### src/rtl/can_flt_pkg.sv
`timescale 1ns/1ps
package can_flt_pkg;
  localparam int ID_W   = 29;
  localparam int KEY_W  = 32;
  localparam int STD_LO = 18;

  // register addresses, also the order of masks inside the bank
  localparam logic [1:0] ADDR_GLOBAL = 2'd0;
  localparam logic [1:0] ADDR_LEG14  = 2'd1;
  localparam logic [1:0] ADDR_LEG15  = 2'd2;

  // compared fields: identifier only, and standard-frame identifier part
  localparam logic [KEY_W-1:0] ID_FIELD = (KEY_W'(1) << ID_W) - KEY_W'(1);
  localparam logic [KEY_W-1:0] STD_KEEP = ~((KEY_W'(1) << STD_LO) - KEY_W'(1));

  typedef struct packed {
    logic            pad;
    logic            rtr;
    logic            ide;
    logic [ID_W-1:0] id;
  } key_t;
endpackage

### src/rtl/can_mask_bank.sv
`timescale 1ns/1ps
module can_mask_bank #(
  parameter int MASK_W = 32,
  parameter int N_MASK = 3,
  parameter int AW     = 2
) (
  input  logic                     clk,
  input  logic                     rst,
  input  logic                     freeze_i,
  input  logic                     wr_i,
  input  logic [AW-1:0]            addr_i,
  input  logic [MASK_W-1:0]        wdata_i,
  output logic [MASK_W-1:0]        rdata_o,
  output logic [N_MASK*MASK_W-1:0] masks_o
);
  logic [MASK_W-1:0] bank [N_MASK];
  logic              addr_ok;

  assign addr_ok = (int'(addr_i) < N_MASK);

  always_ff @(posedge clk) begin
    if (rst) begin
      for (int k = 0; k < N_MASK; k++) bank[k] <= '1;
      rdata_o <= '0;
    end else begin
      if (wr_i && freeze_i && addr_ok) bank[addr_i] <= wdata_i;
      rdata_o <= addr_ok ? bank[addr_i] : '0;
    end
  end

  for (genvar m = 0; m < N_MASK; m++) begin : g_out
    assign masks_o[m*MASK_W +: MASK_W] = bank[m];
  end
endmodule

### src/rtl/can_mask_select.sv
`timescale 1ns/1ps
module can_mask_select #(
  parameter int MASK_W    = 32,
  parameter int N_ELEM    = 8,
  parameter int LEG_A_IDX = 6,
  parameter int LEG_B_IDX = 7
) (
  input  logic                     legacy_on_i,
  input  logic [MASK_W-1:0]        mask_g_i,
  input  logic [MASK_W-1:0]        mask_a_i,
  input  logic [MASK_W-1:0]        mask_b_i,
  output logic [N_ELEM*MASK_W-1:0] mask_o
);
  for (genvar e = 0; e < N_ELEM; e++) begin : g_elem
    if (e == LEG_A_IDX) begin : g_leg_a
      assign mask_o[e*MASK_W +: MASK_W] = legacy_on_i ? mask_a_i : mask_g_i;
    end else if (e == LEG_B_IDX) begin : g_leg_b
      assign mask_o[e*MASK_W +: MASK_W] = legacy_on_i ? mask_b_i : mask_g_i;
    end else begin : g_glob
      assign mask_o[e*MASK_W +: MASK_W] = mask_g_i;
    end
  end
endmodule

### src/rtl/can_id_compare.sv
`timescale 1ns/1ps
module can_id_compare
  import can_flt_pkg::*;
#(
  parameter bit FIFO_STYLE = 1'b1
) (
  input  key_t             rx_i,
  input  key_t             flt_i,
  input  logic [KEY_W-1:0] mask_i,
  output logic             hit_o
);
  logic [KEY_W-1:0] keep;
  logic [KEY_W-1:0] care;
  logic [KEY_W-1:0] diff;

  // standard frames compare only the upper identifier positions
  assign keep = rx_i.ide ? '1 : STD_KEEP;
  assign diff = rx_i ^ flt_i;

  if (FIFO_STYLE) begin : g_fifo
    assign care  = mask_i & keep;
    assign hit_o = ((diff & care) == '0);
  end else begin : g_buf
    assign care  = mask_i & keep & ID_FIELD;
    assign hit_o = ((diff & care) == '0) && (rx_i.ide == flt_i.ide);
  end
endmodule

### src/rtl/can_mask_filter.sv
`timescale 1ns/1ps
module can_mask_filter
  import can_flt_pkg::*;
#(
  parameter int N_FIFO     = 8,
  parameter int N_MB       = 16,
  parameter int FIFO_LEG_A = 6,
  parameter int FIFO_LEG_B = 7,
  parameter int MB_LEG_A   = 14,
  parameter int MB_LEG_B   = 15,
  parameter int WIN_W      = $clog2(N_FIFO)
) (
  input  logic                   clk,
  input  logic                   rst,
  input  logic                   freeze_i,
  input  logic                   reg_wr_i,
  input  logic [1:0]             reg_addr_i,
  input  logic [KEY_W-1:0]       reg_wdata_i,
  output logic [KEY_W-1:0]       reg_rdata_o,
  input  logic                   fifo_en_i,
  input  logic                   compat_i,
  input  logic [N_FIFO*ID_W-1:0] flt_id_i,
  input  logic [N_FIFO-1:0]      flt_ide_i,
  input  logic [N_FIFO-1:0]      flt_rtr_i,
  input  logic [N_MB*ID_W-1:0]   mb_id_i,
  input  logic [N_MB-1:0]        mb_ide_i,
  input  logic [N_MB-1:0]        mb_rx_en_i,
  input  logic                   rx_valid_i,
  input  logic [ID_W-1:0]        rx_id_i,
  input  logic                   rx_ide_i,
  input  logic                   rx_rtr_i,
  output logic                   hit_valid_o,
  output logic [N_FIFO-1:0]      fifo_hit_o,
  output logic                   fifo_any_o,
  output logic [WIN_W-1:0]       fifo_win_o,
  output logic [N_MB-1:0]        mb_hit_o
);
  localparam int N_MASK = 3;

  logic [N_MASK*KEY_W-1:0] masks;
  logic [KEY_W-1:0]        mask_g, mask_a, mask_b;
  logic [N_FIFO*KEY_W-1:0] fifo_masks;
  logic [N_MB*KEY_W-1:0]   mb_masks;
  logic [N_FIFO-1:0]       fifo_hit_c;
  logic [N_MB-1:0]         mb_raw_c;
  logic [N_MB-1:0]         mb_hit_c;
  logic [WIN_W-1:0]        win_c;
  logic                    fifo_leg_on;
  logic                    mb_leg_on;
  key_t                    rx_key;

  can_mask_bank #(.MASK_W(KEY_W), .N_MASK(N_MASK), .AW(2)) u_bank (
    .clk      (clk),
    .rst      (rst),
    .freeze_i (freeze_i),
    .wr_i     (reg_wr_i),
    .addr_i   (reg_addr_i),
    .wdata_i  (reg_wdata_i),
    .rdata_o  (reg_rdata_o),
    .masks_o  (masks)
  );

  assign mask_g = masks[int'(ADDR_GLOBAL)*KEY_W +: KEY_W];
  assign mask_a = masks[int'(ADDR_LEG14)*KEY_W +: KEY_W];
  assign mask_b = masks[int'(ADDR_LEG15)*KEY_W +: KEY_W];

  assign fifo_leg_on = fifo_en_i && !compat_i;
  assign mb_leg_on   = !compat_i;

  can_mask_select #(.MASK_W(KEY_W), .N_ELEM(N_FIFO),
                    .LEG_A_IDX(FIFO_LEG_A), .LEG_B_IDX(FIFO_LEG_B)) u_sel_fifo (
    .legacy_on_i (fifo_leg_on),
    .mask_g_i    (mask_g),
    .mask_a_i    (mask_a),
    .mask_b_i    (mask_b),
    .mask_o      (fifo_masks)
  );

  can_mask_select #(.MASK_W(KEY_W), .N_ELEM(N_MB),
                    .LEG_A_IDX(MB_LEG_A), .LEG_B_IDX(MB_LEG_B)) u_sel_mb (
    .legacy_on_i (mb_leg_on),
    .mask_g_i    (mask_g),
    .mask_a_i    (mask_a),
    .mask_b_i    (mask_b),
    .mask_o      (mb_masks)
  );

  assign rx_key = key_t'({1'b0, rx_rtr_i, rx_ide_i, rx_id_i});

  for (genvar e = 0; e < N_FIFO; e++) begin : g_fifo_cmp
    key_t flt_key;
    assign flt_key = key_t'({1'b0, flt_rtr_i[e], flt_ide_i[e], flt_id_i[e*ID_W +: ID_W]});
    can_id_compare #(.FIFO_STYLE(1'b1)) u_cmp (
      .rx_i   (rx_key),
      .flt_i  (flt_key),
      .mask_i (fifo_masks[e*KEY_W +: KEY_W]),
      .hit_o  (fifo_hit_c[e])
    );
  end

  for (genvar b = 0; b < N_MB; b++) begin : g_mb_cmp
    key_t buf_key;
    assign buf_key = key_t'({1'b0, 1'b0, mb_ide_i[b], mb_id_i[b*ID_W +: ID_W]});
    can_id_compare #(.FIFO_STYLE(1'b0)) u_cmp (
      .rx_i   (rx_key),
      .flt_i  (buf_key),
      .mask_i (mb_masks[b*KEY_W +: KEY_W]),
      .hit_o  (mb_raw_c[b])
    );
  end

  assign mb_hit_c = mb_raw_c & mb_rx_en_i;

  // lowest index wins: scan from the top so the last assignment is the lowest
  always_comb begin
    win_c = '0;
    for (int i = N_FIFO - 1; i >= 0; i--) begin
      if (fifo_hit_c[i]) win_c = WIN_W'(i);
    end
  end

  always_ff @(posedge clk) begin
    if (rst) begin
      hit_valid_o <= 1'b0;
      fifo_hit_o  <= '0;
      fifo_any_o  <= 1'b0;
      fifo_win_o  <= '0;
      mb_hit_o    <= '0;
    end else begin
      hit_valid_o <= rx_valid_i;
      if (rx_valid_i) begin
        fifo_hit_o <= fifo_en_i ? fifo_hit_c : '0;
        fifo_any_o <= fifo_en_i && (fifo_hit_c != '0);
        fifo_win_o <= fifo_en_i ? win_c : '0;
        mb_hit_o   <= mb_hit_c;
      end
    end
  end
endmodule

### config.mk
export PLATFORM = sky130hd
export DESIGN_NAME = can_mask_filter
export DESIGN_NICKNAME = d
export VERILOG_FILES = /design/src/rtl/can_flt_pkg.sv /design/src/rtl/can_mask_bank.sv /design/src/rtl/can_mask_select.sv /design/src/rtl/can_id_compare.sv /design/src/rtl/can_mask_filter.sv
export SDC_FILE = /design/constraint.sdc
export NUM_CORES = 1
export LEC_CHECK = 0
export ABC_AREA = 1
export CORE_AREA = 3 3 342 344
export DETAILED_ROUTE_END_ITERATION = 8
export DIE_AREA = 0 0 345 347
export DONT_BUFFER_PORTS = 1
export GPL_ROUTABILITY_DRIVEN = 0
export SETUP_SLACK_MARGIN = 0.15
export SLEW_MARGIN = 40
export SYNTH_ARGS = -nofsm -noshare
export SYNTH_HDL_FRONTEND = slang
export SYNTH_SLANG_ARGS = --single-unit
### constraint.sdc
create_clock -name clk -period 8.65 [get_ports clk]
set_clock_uncertainty 0.1 [all_clocks]
set_input_delay 1.73 -clock clk [delete_from_list [all_inputs] [get_ports clk]]
set_output_delay 1.73 -clock clk [all_outputs]
set_load 0.005 [all_outputs]
# Word-level counts from Yosys, hierarchy flattened
# Memory sizes are Yosys's and may differ from the RTL's. A register that Yosys moved wholly into a read port is not among the register bits.
# Index checks and enable logic that the tools add are counted.
[op_classes]
n_lt_le_gt_ge = 1
eq_ne = 16
n_mux = 23
bitwise = 55
n_reduce_logical = 48
[ops]
columns = ["op", "count"]
rows = [
  ["logical NOT 32 bit", 24],
  ["bitwise AND 32 x 29 -> 32 bit", 16],
  ["bitwise XOR 31 x 30 -> 31 bit", 16],
  ["bitwise AND 32 bit", 11],
  ["bitwise XOR 31 bit", 8],
  ["two-way mux 32 bit", 3],
  ["bitwise AND 29 bit", 2],
  ["two-way mux 29 bit", 2],
  ["OR reduction 32 bit", 1],
  ["two-way mux 3 bit", 9],
  ["logical AND 1 bit", 20],
  ["two-way mux 18 bit", 1],
  ["bitwise AND 16 bit", 1],
  ["== test 1 bit", 16],
  ["two-way mux 8 bit", 1],
  ["nonzero test 8 bit", 1],
  ["two-way mux 1 bit", 6],
  ["less-than comparator 2 bit (second input constant)", 1],
  ["two-way mux 2 bit", 1],
  ["OR reduction 2 bit", 1],
  ["logical NOT 1 bit", 1],
  ["NOT 1 bit", 1],
]
[totals]
reg_bits = 29
mem_bits_rw = 96
elab_cells = 149
mem_count = 1
[memory_table]
columns = ["name", "words", "word_bits", "read_ports", "rd_clocked_by_memory_dff", "write_ports", "line", "source"]
rows = [
  ["u_bank.bank", 3, 32, 4, 1, 3, "can_mask_bank.sv:16", "logic [MASK_W-1:0] bank [N_MASK];"],
]

# Depth between registers and ports, before layout
# Gate-level depths: netlist of the first run.
[logic_depth]
depth_word = 15
ltp_mapped = 20

# By module
# From an unflattened synthesis of the first run, not the netlist that was laid out.
[hier_totals]
cells_unflattened = 6779
area_unflattened_um2 = 35455.3
[by_module_without_submodules]
columns = ["module", "instances", "cells_each", "area_per_inst_um2"]
rows = [
  ["can_id_compare (g_mb_cmp[0].u_cmp ...)", 16, 206, 884.6],
  ["can_id_compare (g_fifo_cmp[0].u_cmp ...)", 8, 218, 924.6],
  ["can_mask_bank", 1, 607, 6501.2],
  ["can_mask_select (u_sel_mb)", 1, 619, 4053.9],
  ["can_mask_select (u_sel_fifo)", 1, 363, 2132.0],
  ["can_mask_filter", 1, 150, 1217.4],
]

# Worst setup path before layout of the first run
# OpenSTA, ideal clock, no wires.
[synth_timing]
kind = "input-to-reg"
start = "input port reg_addr_i[0]"
end = "memory u_bank.bank[1][0] (enable)"
setup_ps = 466
arrival_ps = 4848
t_required_ps = 8084
setup_slack_ps = 3236
cell_stages = 6
path_buffers = 2
path_cell_list = "clkbuf_1 -> inv_1 -> nor2_1 -> inv_1 -> clkbuf_1 -> o21ai_0"
[synth_lines]
columns = ["element", "line", "source"]
rows = [
  ["start: declaration", "can_mask_filter.sv:17", "input logic [1:0] reg_addr_i,"],
  ["end: declaration", "can_mask_bank.sv:16", ""],
]

# Worst setup path in the final report of the first run
[layout_timing]
start = "input port rx_ide_i"
end = "register mb_hit_o[3]"
[layout_between]
elab_chain_cells = 6
elab_cells_between_ends = 8
cone_classes = "eq/ne (1); mux (1); bitwise (4); reduce/logical (2)"
[layout_rtl]
columns = ["element", "line", "source"]
rows = [
  ["start: declaration", "can_mask_filter.sv:30", "input logic rx_ide_i,"],
  ["two-way mux 18 bit", "can_id_compare.sv:17", "assign keep = rx_i.ide ? '1 : STD_KEEP;"],
  ["bitwise AND 32 bit", "can_id_compare.sv:24", "assign care = mask_i & keep & ID_FIELD;"],
  ["bitwise AND 32 x 29 -> 32 bit", "can_id_compare.sv:25", "assign hit_o = ((diff & care) == '0) && (rx_i.ide == flt_i.ide);"],
  ["logical NOT 32 bit", "can_id_compare.sv:25", ""],
  ["logical AND 1 bit *", "can_id_compare.sv:25", ""],
  ["bitwise AND 16 bit *", "can_mask_filter.sv:112", "assign mb_hit_c = mb_raw_c & mb_rx_en_i;"],
  ["end signal: assignment", "can_mask_filter.sv:135", "mb_hit_o <= mb_hit_c;"],
  ["end: declaration", "can_mask_filter.sv:36", "output logic [N_MB-1:0] mb_hit_o"],
]
# Mark *: on every way between the ends. The rest lies on a longest branch, timed or not.
# A chain may end at the register's enable or synchronous reset.

==> results.sh, run 1 <==
export IMPL_maxCapViolCount=0
export IMPL_critPathSlowestCell="nand4_1"
export IMPL_tightest_slew_ps=927
export IMPL_crit_path_max_fanout=76
export IMPL_routedWlPerCell_um=34.2
export IMPL_totalNegativeSetupSlack_ps=0
export IMPL_synth_common_cells="nand2_1, o21ai_0, a21oi_1, nor2_1, inv_1"
export IMPL_final_hold_viol_count=0
export IMPL_multi_input_area_um2=12800
export IMPL_preCtsSetupSlack_ps=4190
export IMPL_setup_viol=0
export IMPL_p_clk_share_pct=31.0
export IMPL_status="finished clean"
export IMPL_hold_end="mb_hit_o[11]"
export IMPL_ys_flop_type="edfxtp_1"
export IMPL_ys_async_sr_fraction_pct=0
export IMPL_die_area_um2=120000
export IMPL_synth_most_common_cell="nand2_1"
export IMPL_grt_max_degree=84
export IMPL_fill_cells=13100
export IMPL_area_growth_pct=10.2
export IMPL_p_int_mw=1.52
export IMPL_yosys_register_bits=164
export IMPL_synth_cells=2975
export IMPL_dieHeight_um=347
export IMPL_num_io_pins=877
export IMPL_clk_path_buf_depth=2
export IMPL_power_mw=2.50
export IMPL_core_area_um2=114000
export IMPL_antenna_found_initial=41
export IMPL_track_usage_pct=23.8
export IMPL_cts_tree="built"
export IMPL_port_buffers=0
export IMPL_p_comb_share_pct=32.8
export IMPL_yosysTopAreaCell="edfxtp_1"
export IMPL_end_kind="flop"
export IMPL_clkSinkCount=164
export IMPL_reg2reg_from="u_bank.bank[0][1]"
export IMPL_path_buf_inv=2
export IMPL_fmax_mhz=253
export IMPL_synth_top_cell_area_share_pct=16.4
export IMPL_r2r_slack_ps=5390
export IMPL_cts_root_buffer="clkbuf_16"
export IMPL_final_max_slew_viol_count=0
export IMPL_dieWidth_um=345
export IMPL_switchingPower_mw=0.978
export IMPL_seqPwrFrac_pct=36.3
export IMPL_netlist_top_cells_area="edfxtp_1, o21ai_0, nand2_1, a21oi_1, xor2_1"
export IMPL_cts_resized=0
export IMPL_crit_family="simple AND/OR/NAND/NOR gates"
export IMPL_netlist_area_um2=18800
export IMPL_ant_nets=0
export IMPL_synth_seq_area_share_pct=22.9
export IMPL_regArea_um2=4310
export IMPL_crit_arrival_ps=4270
export IMPL_avgSynthCellArea_um2=6.32
export IMPL_placedCellCount=4316
export IMPL_hold_buffers=0
export IMPL_hold_ws_ps=406
export IMPL_hp_start="mb_hit_o[11]"
export IMPL_crit_path_start_kind="input port"
export IMPL_setup_slack_ps=4700
export IMPL_final_cell_area_um2=20700
export IMPL_cts_buffers_inserted=17
export IMPL_synth_warning_count=0
export IMPL_r2r_end="fifo_any_o"
export IMPL_grt_pass1_wl_um=192000
export IMPL_worstSetupPathType="in -> reg"
export IMPL_dr_pass1_iters=7
export IMPL_start_util_pct=16.5
export IMPL_cp_cell_sequence="nand2_1 -> buf_4 -> a21oi_1 -> o21ai_0 -> nand4_1 -> nor4_1 -> buf_4 -> nand3_1 -> nand3b_1 -> a21oi_1"
export IMPL_rsz0062_at_grt="false"
export IMPL_cp_data_required_time_ps=8970
export IMPL_power_leakage_nw=7.60
export IMPL_first_global_vias=19700
export IMPL_critical_path_max_stage_delay_ps=500
export IMPL_hold_class="reg -> reg"
export IMPL_htreeDepth=4
export IMPL_fin_crit_ps=3950
export IMPL_path_clk_slew_ps=80
export IMPL_drtIter0Drc=3108
export IMPL_nets=3639
export IMPL_rows=124
export IMPL_switching_share_pct=39.1
export IMPL_fin_crit_sh_pct=45.7
export IMPL_relSlewSlack_pct=37.5
export IMPL_r2r_cells=13
export IMPL_drc=0
export IMPL_synth_cell_type_count=44
export IMPL_cts_setup_buffers=0
export IMPL_drive_gt1_share_pct=4.65
export IMPL_drt_wl_total_um=150000
export IMPL_stdcell_count=4384
export IMPL_p_per_area_nw_per_um2=121
export IMPL_peakVddDrop_v=0.000112
export IMPL_holdPathStages=2
export IMPL_clk_latency_ps=520
export IMPL_fin_util_pct=18.1
export IMPL_dp_hpwl_um=125000
export IMPL_num_vias=21800
export IMPL_synth_edff_count=103
export IMPL_via_per_inst=4.98
export IMPL_placed_area_um2=20100
export IMPL_crit_cells=10
export IMPL_gr_total_overflow=0
-- cell families (layout without fill, tap and decap cells) --
group                  after synthesis  count (layout)  share of synthesized area [%]
AND/OR/NAND/NOR                   1095            1095                           23.9
flip-flops                         164             164                           22.9
XOR/XNOR                           276             276                           12.9
other                                1              43                         0.0199
buffers and inverters              405             260                           10.1
AO/OA/AOI/OAI                     1034            1034                           30.1
-- worst register-to-register path: cells and delay by family (launching register included) --
kind | cells | cell delay, ps
flip-flops | 1 | 600
buffers and inverters | 1 | 620
AND/OR/NAND/NOR | 8 | 990
AO/OA/AOI/OAI | 4 | 820
-- worst max path at each step --
stage | start | to | slack [ps]
6_report | rx_ide_i | mb_hit_o[3] | 4700
5_1_grt | compat_i | fifo_win_o[0] | 4410
4_1_cts | compat_i | fifo_win_o[0] | 4730
3_5_place_dp | compat_i | fifo_win_o[0] | 4190
3_3_place_gp | rx_ide_i | mb_hit_o[1] | 3390
2_1_floorplan | reg_addr_i[0] | u_bank.bank[1][0] | 3240
-- placed cells by master, fill, tap and decap left out, types with 6 or more instances in the layout --
cell type	count
nand2_1	628
o21ai_0	510
a21oi_1	345
nor2_1	257
inv_1	161
xor2_1	145
xnor2_1	131
edfxtp_1	103
nand3_1	95
dfxtp_1	61
buf_4	58
nand4_1	56
o2111ai_1	51
diode_2	36
a21o_1	30
o22ai_1	22
clkbuf_16	17
or2_2	16
o21ai_1	16
nor3_1	13
nor4_1	10
a211oi_1	10
a2111oi_1	9
a221oi_1	7
inv_6	7
conb_1	7
o21a_1	6
-- area by class of cell --
| class | instances | share of cell area, % |
|---|---|---|
| multi-input combinational | 2412 | 61.6 |
| sequential | 164 | 20.8 |
| tap | 1512 | 9.13 |
| inverter | 168 | 3.04 |
| timing repair buffer | 60 | 2.25 |
| clock buffer | 19 | 2.14 |
| clock inverter | 13 | 0.531 |
| antenna | 36 | 0.435 |
-- registers in the layout, indices dropped and copies added, names as in the netlist --
signal,count
hit_valid_o,1
mb_hit_o,16
u_bank.bank,103
fifo_any_o,1
fifo_hit_o,8
u_bank.rdata_o,32
fifo_win_o,3
-- power groups by stage --
stage / sequential, mW / clock [mW] / combinational, mW
3_5_place_dp: 0.925 / 0 / 0.824
3_3_place_gp: 0.926 / 0 / 0.810
5_1_grt: 0.912 / 0.822 / 0.890
2_1_floorplan: 0.907 / 0 / 0.565
6_report: 0.908 / 0.775 / 0.820
4_1_cts: 0.908 / 0.803 / 0.828
-- per-layer routing --
layer  up-vias  routed length [um]  track usage (%)
met2      1525               69200             38.7
met3       209               18400             9.82
met1     10100               58400             29.0
met4        26                3700             5.95
met5         -                 178                0
li1       9929                   -                -
Note: power is estimated with default switching activity, not from simulation.
==> inputs of run 2 (changes only) <==
Settings changed: ABC_AREA 1 to 0, CORE_AREA 3 3 342 344 to 3 3 343 345, DIE_AREA 0 0 345 347 to 0 0 346 348.
Clock period 8.65 ns to 3.8 ns, I/O delays scaled along.
==> results.sh, run 2 <==
export IMPL_status="finished clean"
export IMPL_clk_path_buf_depth=2
export IMPL_setup_slack_ps=226
export IMPL_yosys_register_bits=157
export IMPL_crit_path_start_kind="flop"
export IMPL_drt_wl_total_um=153000
export IMPL_synth_cells=2119
export IMPL_drive_gt1_share_pct=9.14
export IMPL_dieWidth_um=346
export IMPL_netlist_top_cells_area="xor2_1, xnor2_1, edfxtp_1, dfxtp_1, mux2i_1"
export IMPL_num_vias=18800
export IMPL_synth_warning_count=0
export IMPL_ys_async_sr_fraction_pct=0
export IMPL_final_common_cell="xor2_1"
export IMPL_track_usage_pct=24.1
export IMPL_grt_pass1_wl_um=191000
export IMPL_start_util_pct=15.5
export IMPL_syn_nets=2935
export IMPL_synth_cell_type_count=49
export IMPL_clk_latency_ps=510
export IMPL_maxCapViolCount=0
export IMPL_peakVddDrop_v=0.000271
export IMPL_core_area_um2=115000
export IMPL_cts_tree="built"
export IMPL_port_buffers=0
export IMPL_rows=124
export IMPL_power_leakage_nw=6.82
export IMPL_preCtsSetupSlack_ps=13.3
export IMPL_worstSetupPathType="reg -> reg"
export IMPL_top_register="u_bank.bank"
export IMPL_cts_buffers_inserted=17
export IMPL_area_growth_pct=15.0
export IMPL_cts_root_buffer="clkbuf_16"
export IMPL_drc=0
export IMPL_ant_nets=0
export IMPL_antenna_found_initial=30
export IMPL_grt_max_degree=67
export IMPL_crit_path_max_fanout=8
export IMPL_num_io_pins=877
export IMPL_fin_crit_ps=3570
export IMPL_routedWlPerCell_um=42.5
export IMPL_cts_setup_buffers=0
export IMPL_crit_arrival_ps=3870
export IMPL_dp_hpwl_um=123000
export IMPL_largest_reg_flops=96
export IMPL_dieHeight_um=348
export IMPL_synth_top_cell_area_share_pct=19.1
export IMPL_final_cell_mix="xor2_1, xnor2_1, nand2_1, a22oi_1, mux2i_1"
export IMPL_fmax_mhz=280
export IMPL_p_int_mw=3.69
export IMPL_reg_top3="u_bank.bank x96, u_bank.rdata_o x32, mb_hit_o x16"
export IMPL_path_clk_slew_ps=80
export IMPL_p_clk_share_pct=31.6
export IMPL_tightest_slew_ps=958
export IMPL_seqPwrFrac_pct=33.4
export IMPL_cp_data_required_time_ps=4100
export IMPL_avgSynthCellArea_um2=8.39
export IMPL_netlist_area_um2=17800
export IMPL_p_comb_share_pct=35.1
export IMPL_totalNegativeSetupSlack_ps=0
export IMPL_gr_total_overflow=0
export IMPL_setup_viol=0
export IMPL_relSlewSlack_pct=35.7
export IMPL_rsz0062_at_grt="false"
export IMPL_clkSinkCount=157
export IMPL_synth_edff_count=96
export IMPL_hold_class="in -> reg"
export IMPL_switching_share_pct=39.7
export IMPL_final_max_slew_viol_count=0
export IMPL_drtIter0Drc=2602
export IMPL_htreeDepth=4
export IMPL_hold_buffers=0
export IMPL_synth_common_cells="xor2_1, xnor2_1, clkbuf_1, nand2_1, a22oi_1"
export IMPL_cts_resized=0
export IMPL_ys_flop_type="edfxtp_1"
export IMPL_p_per_area_nw_per_um2=299
export IMPL_via_per_inst=5.23
export IMPL_fin_crit_sh_pct=94.1
export IMPL_nets=2860
export IMPL_first_global_vias=18700
export IMPL_die_area_um2=120000
export IMPL_dr_pass1_iters=7
export IMPL_switchingPower_mw=2.43
export IMPL_final_hold_viol_count=0
export IMPL_synth_seq_area_share_pct=23.1
export IMPL_synth_most_common_cell="xor2_1"
export IMPL_end_kind="flop"
export IMPL_yosysTopAreaCell="xor2_1"
-- run 2: power by group through the flow --
stage	registers, mW	logic (mW)	clock network (mW)
after floorplan	1.98	1.42	0
after global placement	2.09	2.09	0
after detailed placement	2.08	2.09	0
after CTS	2.04	2.11	1.98
after global routing	2.05	2.25	2.03
final	2.04	2.15	1.93
-- run 2: worst max-delay path, cell delays in order (launching register included) --
cell and delay [ps]:
edfxtp_1 630, nand2_1 470, a2bb2oi_1 280, nand4_1 190, nor4_1 720, nand4_1 270
buf_4 240, and2_1 150, nor2b_1 160, o31ai_1 230
-- run 2: logic make-up after synthesis --
kind of cell              share of synthesized area (%)
xor gates and xnor gates                           35.6
and+or+nand+nor                                    12.9
AOI/OAI and AO/OA                                  17.5
buffers and inverters                              4.81
DFF                                                23.1
muxes                                              6.08
-- run 2: metal layers --
metal / vias up / GRT usage (%) / wire, um / share of wire, %
li1: 7326 / - / - / -
met1: 9185 / 27.7 / 57400 / 38
met2: 1799 / 37.4 / 67100 / 44
met3: 463 / 9.33 / 17100 / 11
met4: 2 / 15.9 / 11000 / 7.2
met5: - / 0 / 13 / 0.0085
-- run 2: path summary, 6_finish.rpt --
kind                startpoint            endpoint  slack [ps]  depth (start not counted)
min                        rst  u_bank.rdata_o[24]         230                          1
min reg2reg        mb_hit_o[6]         mb_hit_o[6]         410                          2
max          u_bank.bank[0][0]       fifo_win_o[2]         230                          9
max reg2reg  u_bank.bank[0][0]       fifo_win_o[2]         230                          9
-- run 2: final cells by class --
cell class	count	area, um^2
Tap cell	1512	1890
Fill cell	12900	94100
Clock buffer	17	425
Clock inverter	15	216
Timing Repair Buffer	110	882
Inverter	8	30.0
Sequential cell	157	4100
Antenna cell	19	47.5
Multi-Input combinational cell	1750	12800
-- run 2: through the flow --
| step | hold WS [ps] | instances | total power [mW] | cell area, um^2 | utilization [%] |
|---|---|---|---|---|---|
| 2_1_floorplan | 347 | 2119 | 3.40 | 17800 | - |
| 3_3_place_gp | 358 | 3533 | 4.18 | 19700 | 17.2 |
| 3_5_place_dp | 390 | 3535 | 4.17 | 19700 | 17.2 |
| 4_1_cts | 176 | 3567 | 6.13 | 20400 | 17.8 |
| 5_1_grt | 202 | 3580 | 6.33 | 20400 | 17.8 |
| 6_report | 226 | 3588 | 6.12 | 20400 | 17.9 |
==> inputs of run 3 (changes only) <==
Clock period 3.8 ns to 3 ns, I/O delays scaled along.
==> results.sh, run 3 (same netlist as run 2, synthesis figures left out) <==
export IMPL_status="finished clean"
export IMPL_dieHeight_um=348
export IMPL_r2r_cells=9
export IMPL_die_area_um2=120000
export IMPL_rsz0062_at_grt="true"
export IMPL_worstSetupPathType="reg -> reg"
export IMPL_p_per_area_nw_per_um2=377
export IMPL_num_vias=19100
export IMPL_rows=124
export IMPL_first_global_vias=18600
export IMPL_final_max_slew_viol_count=0
export IMPL_reg_top3="u_bank.bank x96, u_bank.rdata_o x32, mb_hit_o x16"
export IMPL_fin_crit_sh_pct=95.5
export IMPL_antenna_found_initial=32
export IMPL_final_cell_area_um2=21200
export IMPL_nets=2932
export IMPL_hold_end="u_bank.rdata_o[20]"
export IMPL_seqPwrFrac_pct=31.8
export IMPL_cts_root_buffer="clkbuf_16"
export IMPL_holdPathStages=1
export IMPL_top_register="u_bank.bank"
export IMPL_htreeDepth=4
export IMPL_largest_reg_flops=96
export IMPL_drc=0
export IMPL_area_growth_pct=19.4
export IMPL_placed_area_um2=20300
export IMPL_relSlewSlack_pct=32.6
export IMPL_end_kind="flop"
export IMPL_ant_nets=0
export IMPL_num_io_pins=877
export IMPL_dp_hpwl_um=123000
export IMPL_port_buffers=0
export IMPL_hp_start="rst"
export IMPL_dieWidth_um=346
export IMPL_crit_arrival_ps=3180
export IMPL_switchingPower_mw=3.18
export IMPL_crit_path_start_kind="flop"
export IMPL_power_mw=7.99
export IMPL_crit_path_max_fanout=5
export IMPL_reg2reg_from="u_bank.bank[0][3]"
export IMPL_maxCapViolCount=0
export IMPL_gr_total_overflow=0
export IMPL_r2r_slack_ps=140
export IMPL_cts_buffers_inserted=17
export IMPL_path_clk_slew_ps=90
export IMPL_clk_path_buf_depth=2
export IMPL_fin_crit_ps=2860
export IMPL_cts_tree="built"
export IMPL_via_per_inst=5.21
export IMPL_p_int_mw=4.81
export IMPL_drive_gt1_share_pct=13.1
export IMPL_grt_max_degree=67
export IMPL_clkSinkCount=157
export IMPL_fill_cells=12900
export IMPL_tightest_slew_ps=1010
export IMPL_start_util_pct=15.5
export IMPL_p_comb_share_pct=36.6
export IMPL_drtIter0Drc=2830
export IMPL_core_area_um2=115000
export IMPL_fin_util_pct=18.5
export IMPL_preCtsSetupSlack_ps=-200
export IMPL_drt_wl_total_um=153000
export IMPL_setup_slack_ps=136
export IMPL_switching_share_pct=39.8
export IMPL_hold_class="in -> reg"
export IMPL_final_cell_mix="xor2_1, xnor2_1, buf_4, nand2_1, mux2i_1"
export IMPL_r2r_end="fifo_any_o"
export IMPL_power_leakage_nw=7.24
export IMPL_cp_data_required_time_ps=3320
export IMPL_final_common_cell="xor2_1"
export IMPL_clk_latency_ps=510
export IMPL_setup_viol=0
export IMPL_track_usage_pct=24.3
export IMPL_p_clk_share_pct=31.6
export IMPL_routedWlPerCell_um=41.9
export IMPL_totalNegativeSetupSlack_ps=0
export IMPL_final_hold_viol_count=0
export IMPL_grt_pass1_wl_um=192000
export IMPL_peakVddDrop_v=0.000363
export IMPL_dr_pass1_iters=8
export IMPL_fmax_mhz=349
[run 3: repair_timing]
| item | in CTS | in global routing |
|---|---|---|
| buffers inserted | 4 | 13 |
| endpoints found under the setup margin | 5 | 7 |
| gates resized for setup | 8 | 15 |
| hold buffers | 0 | 0 |
| pin swaps | 0 | 3 |
[run 3: power by group through the flow]
stage          sequential, mW  combinational (mW)  clock, mW
6_report                 2.54                2.92       2.53
5_1_grt                  2.55                3.06       2.65
4_1_cts                  2.55                2.84       2.58
3_5_place_dp             2.60                2.80          0
3_3_place_gp             2.60                2.79          0
2_1_floorplan            2.51                1.80          0
[run 3: worst max-delay path, cell delays in order, from the launching register on]
cell,delay (ps)
edfxtp_1,580
and2_4,260
a22oi_2,290
nand4_1,230
nor4_2,320
nand4_1,200
buf_4,220
and2_1,160
nor2b_1,160
a221oi_2,240
[run 3: worst max-delay path by stage]
stage,cells past startpoint,from,slack [ps],end
2_1_floorplan,11,compat_i,160,fifo_any_o
3_3_place_gp,10,compat_i,-150,fifo_any_o
3_5_place_dp,9,compat_i,-200,fifo_any_o
4_1_cts,10,u_bank.bank[0][15],140,fifo_win_o[2]
5_1_grt,9,u_bank.bank[0][3],100,fifo_win_o[2]
6_report,9,u_bank.bank[0][3],140,fifo_any_o
[run 3: cell type report]
cell class                 instances  area, um^2  area share [%]
multi-input combinational       1750       12900            61.0
sequential                       157        4100            19.3
inverter                           8        30.0           0.142
timing repair buffer             182        1550            7.33
tap                             1512        1890            8.92
antenna                           19        47.5           0.224
clock buffer                      17         425            2.01
clock inverter                    15         230            1.09
[run 3: per-layer routing]
metal | vias to the layer above | share of wire (%) | GRT usage (%)
li1 | 7472 | - | -
met1 | 9255 | 37 | 27.7
met2 | 1841 | 44 | 38.1
met3 | 496 | 12 | 9.98
met4 | 12 | 6.5 | 14.2
met5 | - | 0.052 | 0
[run 3: stage by stage]
| stage | instances | hold slack, ps |
|---|---|---|
| 5_1_grt | 3647 | 25.6 |
| 3_3_place_gp | 3592 | 381 |
| 4_1_cts | 3628 | 15.9 |
| 2_1_floorplan | 2119 | 347 |
| 6_report | 3660 | 49.8 |
| 3_5_place_dp | 3592 | 384 |
